<file path="config.mk">
export PLATFORM = sky130hd
export DESIGN_NAME = page_window_top
export DESIGN_NICKNAME = d
export VERILOG_FILES = /design/src/rtl/page_window_pkg.sv /design/src/rtl/page_window_ctrl.sv /design/src/rtl/page_window_dp.sv /design/src/rtl/page_window_top.sv
export SDC_FILE = /design/constraint.sdc
export NUM_CORES = 1
export LEC_CHECK = 0
export BUFFER_PORTS_ARGS = -buffer_cell sky130_fd_sc_hd__buf_2
export CAP_MARGIN = 40
export CORE_MARGIN = 5
export CORE_UTILIZATION = 41
export CTS_BUF_LIST = sky130_fd_sc_hd__clkbuf_4 sky130_fd_sc_hd__clkbuf_8
export DETAILED_ROUTE_END_ITERATION = 16
export HOLD_SLACK_MARGIN = 0.03
export PLACE_DENSITY = 0.88
export SETUP_SLACK_MARGIN = 0.4
export SYNTH_ARGS = -nofsm -noshare
export SYNTH_HDL_FRONTEND = slang
export SYNTH_HIERARCHICAL = 1
export SYNTH_SLANG_ARGS = --single-unit
export TNS_END_PERCENT = 10
</file>
<file path="constraint.sdc">
create_clock -name clk -period 5.38 [get_ports clk]
set_input_delay 1.614 -clock clk [delete_from_list [all_inputs] [get_ports clk]]
set_output_delay 1.614 -clock clk [all_outputs]
set_load 0.03 [all_outputs]
</file>
<file path="src/rtl/page_window_pkg.sv">
package page_window_pkg;
  // Strobes from the control FSM to the datapath
  typedef struct packed {
    logic loadEn;  // capture new page operand
    logic decEn;   // one retire consumed
    logic clrEn;   // trap abort
  } winCtl_t;
endpackage

</file>
<file path="src/rtl/page_window_ctrl.sv">
module page_window_ctrl
  import page_window_pkg::*;
#(
  parameter int LEN_W = 2
) (
  input  logic             clk,
  input  logic             rstN,
  input  logic             startStb,
  input  logic [LEN_W-1:0] lenOp,
  input  logic             retireStb,
  input  logic             trapB,
  output winCtl_t          ctl,
  output logic             winOn
);
  localparam int CNT_W = LEN_W + 1;

  logic [CNT_W-1:0] cnt;
  logic             countNz;

  assign countNz = (cnt != '0);

  always_comb begin
    ctl.clrEn  = trapB;
    ctl.loadEn = startStb & ~trapB;
    ctl.decEn  = retireStb & countNz & ~startStb & ~trapB;
  end

  always_ff @(posedge clk) begin
    if (!rstN)           cnt <= '0;
    else if (ctl.clrEn)  cnt <= '0;
    else if (ctl.loadEn) cnt <= {1'b0, lenOp} + CNT_W'(1);
    else if (ctl.decEn)  cnt <= cnt - CNT_W'(1);
  end

  // A trap closes the window in the same cycle
  assign winOn = countNz & ~trapB;

  p_start_opens_r2: assert property (@(posedge clk) disable iff (!rstN)
    startStb && !trapB |=> cnt == {1'b0, $past(lenOp)} + CNT_W'(1));
  p_start_no_dec_r3: assert property (@(posedge clk) disable iff (!rstN)
    startStb && retireStb && !trapB |=> cnt != '0);
  p_dec_step_r2: assert property (@(posedge clk) disable iff (!rstN)
    retireStb && countNz && !startStb && !trapB |=> cnt == $past(cnt) - CNT_W'(1));
  p_idle_hold_r2: assert property (@(posedge clk) disable iff (!rstN)
    !startStb && !retireStb && !trapB |=> $stable(cnt));
  p_trap_close_r9: assert property (@(posedge clk) disable iff (!rstN)
    trapB |=> cnt == '0);
endmodule

</file>
<file path="src/rtl/page_window_dp.sv">
module page_window_dp
  import page_window_pkg::*;
#(
  parameter int PAGE_W  = 10,
  parameter int OFS_W   = 14,
  parameter int NUM_DPP = 4
) (
  input  logic                      clk,
  input  logic                      rstN,
  input  winCtl_t                   ctl,
  input  logic                      winOn,
  input  logic [PAGE_W-1:0]         pageOp,
  input  logic [OFS_W+$clog2(NUM_DPP)-1:0] logAddr,
  input  logic                      longInd,
  input  logic [NUM_DPP*PAGE_W-1:0] dppPages,
  output logic [PAGE_W+OFS_W-1:0]   physAddr,
  output logic                      sfrExt,
  output logic                      irqLock
);
  localparam int SEL_W = $clog2(NUM_DPP);
  localparam int LOG_W = OFS_W + SEL_W;

  logic [PAGE_W-1:0] pageReg;
  logic [PAGE_W-1:0] dppArr [NUM_DPP];
  logic [SEL_W-1:0]  dppSel;
  logic [PAGE_W-1:0] pageOut;

  for (genvar k = 0; k < NUM_DPP; k++) begin : g_unpack
    assign dppArr[k] = dppPages[k*PAGE_W +: PAGE_W];
  end

  always_ff @(posedge clk) begin
    if (!rstN)           pageReg <= '0;
    else if (ctl.loadEn) pageReg <= pageOp;
  end

  assign dppSel  = logAddr[LOG_W-1 -: SEL_W];
  assign pageOut = (winOn && longInd) ? pageReg : dppArr[dppSel];

  assign physAddr = {pageOut, logAddr[OFS_W-1:0]};
  assign sfrExt   = winOn;
  assign irqLock  = winOn;

  p_page_load_r10: assert property (@(posedge clk) disable iff (!rstN)
    ctl.loadEn |=> pageReg == $past(pageOp));
  p_page_hold_r4: assert property (@(posedge clk) disable iff (!rstN)
    !ctl.loadEn |=> $stable(pageReg));
endmodule

</file>
<file path="src/rtl/page_window_top.sv">
module page_window_top
  import page_window_pkg::*;
#(
  parameter int PAGE_W  = 10,
  parameter int OFS_W   = 14,
  parameter int NUM_DPP = 4,
  parameter int LEN_W   = 2
) (
  input  logic                      clk,
  input  logic                      rstN,
  input  logic                      startStb,
  input  logic [PAGE_W-1:0]         pageOp,
  input  logic [LEN_W-1:0]          lenOp,
  input  logic                      retireStb,
  input  logic                      trapB,
  input  logic [OFS_W+$clog2(NUM_DPP)-1:0] logAddr,
  input  logic                      longInd,
  input  logic [NUM_DPP*PAGE_W-1:0] dppPages,
  output logic [PAGE_W+OFS_W-1:0]   physAddr,
  output logic                      sfrExt,
  output logic                      irqLock,
  output logic                      active
);
  winCtl_t ctl;
  logic    winOn;

  page_window_ctrl #(.LEN_W(LEN_W)) ctrl_i (
    .clk(clk), .rstN(rstN), .startStb(startStb), .lenOp(lenOp),
    .retireStb(retireStb), .trapB(trapB), .ctl(ctl), .winOn(winOn)
  );

  page_window_dp #(.PAGE_W(PAGE_W), .OFS_W(OFS_W), .NUM_DPP(NUM_DPP)) dp_i (
    .clk(clk), .rstN(rstN), .ctl(ctl), .winOn(winOn), .pageOp(pageOp),
    .logAddr(logAddr), .longInd(longInd), .dppPages(dppPages),
    .physAddr(physAddr), .sfrExt(sfrExt), .irqLock(irqLock)
  );

  assign active = winOn;
endmodule

</file>
==> flow_summary.json <==
{
  "gp_congestion": 0.6642,
  "ctsResizeCount": 0,
  "path_clk_slew_ps": 70,
  "r2r-start": "ctrl_i/cnt[0]",
  "path_class": "in2out",
  "viasPerCell": 5.125,
  "grt_pass1_wl_um": 4236,
  "critPathTopFamily": "multiplexers",
  "layout-drive-gt1-share_pct": 64.94,
  "p_leak_nw": 0.6410,
  "clk_latency_ps": 270,
  "synth_area_sq_um": 1076,
  "nets": 232,
  "first_pass_iters": 4,
  "hpwl_um": 2396,
  "cts_tree": "done",
  "place_ws_ps": 828.1,
  "critPathSlowestCell": "mux4_2",
  "vdd_drop_max_mv": 0.1318,
  "avgSynthCellArea_sq_um": 11.09,
  "dieArea_sq_um": 3749,
  "crit_required_ps": 3770,
  "relSlewSlack_pct": 68.80,
  "synth_nets": 174,
  "fin_util_pct": 54.50,
  "cts_root_buf": "clkbuf_4",
  "vias": 943,
  "post_cts.repair.setup_buffers": 0,
  "antenna_found_initial": 0,
  "fp.coreArea_sq_um": 2500,
  "holdPathStages": 2,
  "cts_hold_buf": 0,
  "r2r_slack_ps": 3910,
  "finalHoldViolCount": 0,
  "grt_overflow": 0,
  "syn2layout_area_growth_pct": 26.63,
  "crit_chain": "buf_2, mux4_2, mux2_2, buf_2",
  "ios": 101,
  "endpoint_kind": "output pin",
  "finalInstanceArea_sq_um": 1363,
  "crit_path_max_incr_delay_ps": 560,
  "setup_viol": 0,
  "synth_cells": 97,
  "drc": 0,
  "dpl-instance-area_sq_um": 1333,
  "total_power_w": 0.0002745,
  "wl_per_cell_um": 15.56,
  "grt.total_usage_pct": 15.27,
  "ctsLongestPathBuffers": 2,
  "drtIter0Drc": 34,
  "wl_um": 2863,
  "max-cap-violations": 0,
  "period_needed_ps": 4535,
  "rows": 18,
  "die_h_um": 61.23,
  "startpoint_type": "input pin",
  "yosysWarnings": 6,
  "p_per_area_nw_per_um2": 201.5,
  "min_path_type": "reg2reg",
  "diodes": 0,
  "regToRegEndpoint": "ctrl_i/cnt[2]",
  "htree_levels": 1,
  "critical_path_buf_inv_count": 2,
  "status": "finished clean",
  "fmax_ghz": 0.2205,
  "min_from": "dp_i/pageReg[9]",
  "fin_crit_sh_pct": 84.30,
  "worstRegToRegCells": 5,
  "slew_violations": 0,
  "cts_made_buffers": 3,
  "skew_ps": 0.06073,
  "max_slew.worst_pin.slew_ps": 466.9,
  "io_buffers": 72,
  "crit_path_frequent_cell": "buf_2",
  "grt_max_degree": 14,
  "initial_core_util_pct": 43.04,
  "worst-path-max-fanout": 10,
  "ant_nets": 0,
  "grt_pass1_vias": 1045,
  "cp.arrival_ps": 2920,
  "cts.sinks": 13,
  "setup_slack_ps": 844.7,
  "rsz0062_at_grt": "no",
  "worstHoldEndpoint": "dp_i/pageReg[9]",
  "fin_tns_setup_ps": 0,
  "die_w_um": 61.23
}
## worst max-delay path by stage
stage | from | to | slack, ps | cells past startpoint
after floorplan | trapB | physAddr[14] | 840 | 3
after global placement | logAddr[14] | physAddr[23] | 850 | 4
after detailed placement | logAddr[14] | physAddr[20] | 830 | 4
after CTS | logAddr[14] | physAddr[20] | 830 | 4
after global routing | logAddr[14] | physAddr[20] | 780 | 4
final | logAddr[14] | physAddr[20] | 840 | 4
## metal layers
layer | vias up | wire length [um] | track usage (%) | part of all wire [%]
li1 | 449 | - | - | -
met1 | 430 | 1055 | 16.17 | 37
met4 | 0 | 30 | 7.430 | 1.0
met2 | 54 | 1427 | 28.40 | 50
met3 | 10 | 349 | 3.145 | 12
met5 | - | 0 | 0 | 0
## area by class of cell
type | instances | area, sq um
sequential | 13 | 260.3
timing repair buffer | 72 | 360.3
inverter | 5 | 18.77
fill | 221 | 1137
clock buffer | 4 | 30.03
tap | 30 | 37.54
multi-input combinational | 60 | 655.6
## placed cells by master (no fill, tap or decap)
master,instances
nor2_1,1
nor2b_4,1
inv_1,5
o221ai_1,1
xnor2_1,1
clkbuf_4,4
mux4_2,10
mux2i_1,10
or3_1,1
nor2b_2,1
buf_2,72
or2_1,1
nor2b_1,10
a311oi_1,1
a21o_2,1
ha_1,3
mux2_2,10
dfxtp_1,13
or3b_1,1
nand2_1,2
a21oi_1,2
nand2b_1,1
nor3_1,1
or2_2,1
## worst register-to-register path, delay by kind of cell (launching register included)
family          cells  cell delay (ps)
simple gates        1              230
compound gates      1              280
flops               1              350
buf+inv             1               60
fa+ha+maj           2              450
## state kept, by name, indices dropped and copies added (netlist names)
signal,flops
ctrl_i/cnt,3
dp_i/pageReg,10
## per-stage QoR
step           cells  hold slack (ps)
2_1_floorplan     97            478.4
3_3_place_gp     180            495.1
3_5_place_dp     180            502.5
4_1_cts          184            524.8
5_1_grt          184            554.7
6_report         184            521.4
## power by group
part | total [W] | leakage, nW | internal [W] | switching, W
clock | 0.0000637 | 0.0184 | 0.0000337 | 0.0000300
sequential | 0.000104 | 0.106 | 0.000101 | 0.00000248
combinational | 0.000107 | 0.516 | 0.0000533 | 0.0000539
total | 0.000275 | 0.641 | 0.000188 | 0.0000864
(Power assumes the default switching activity.)
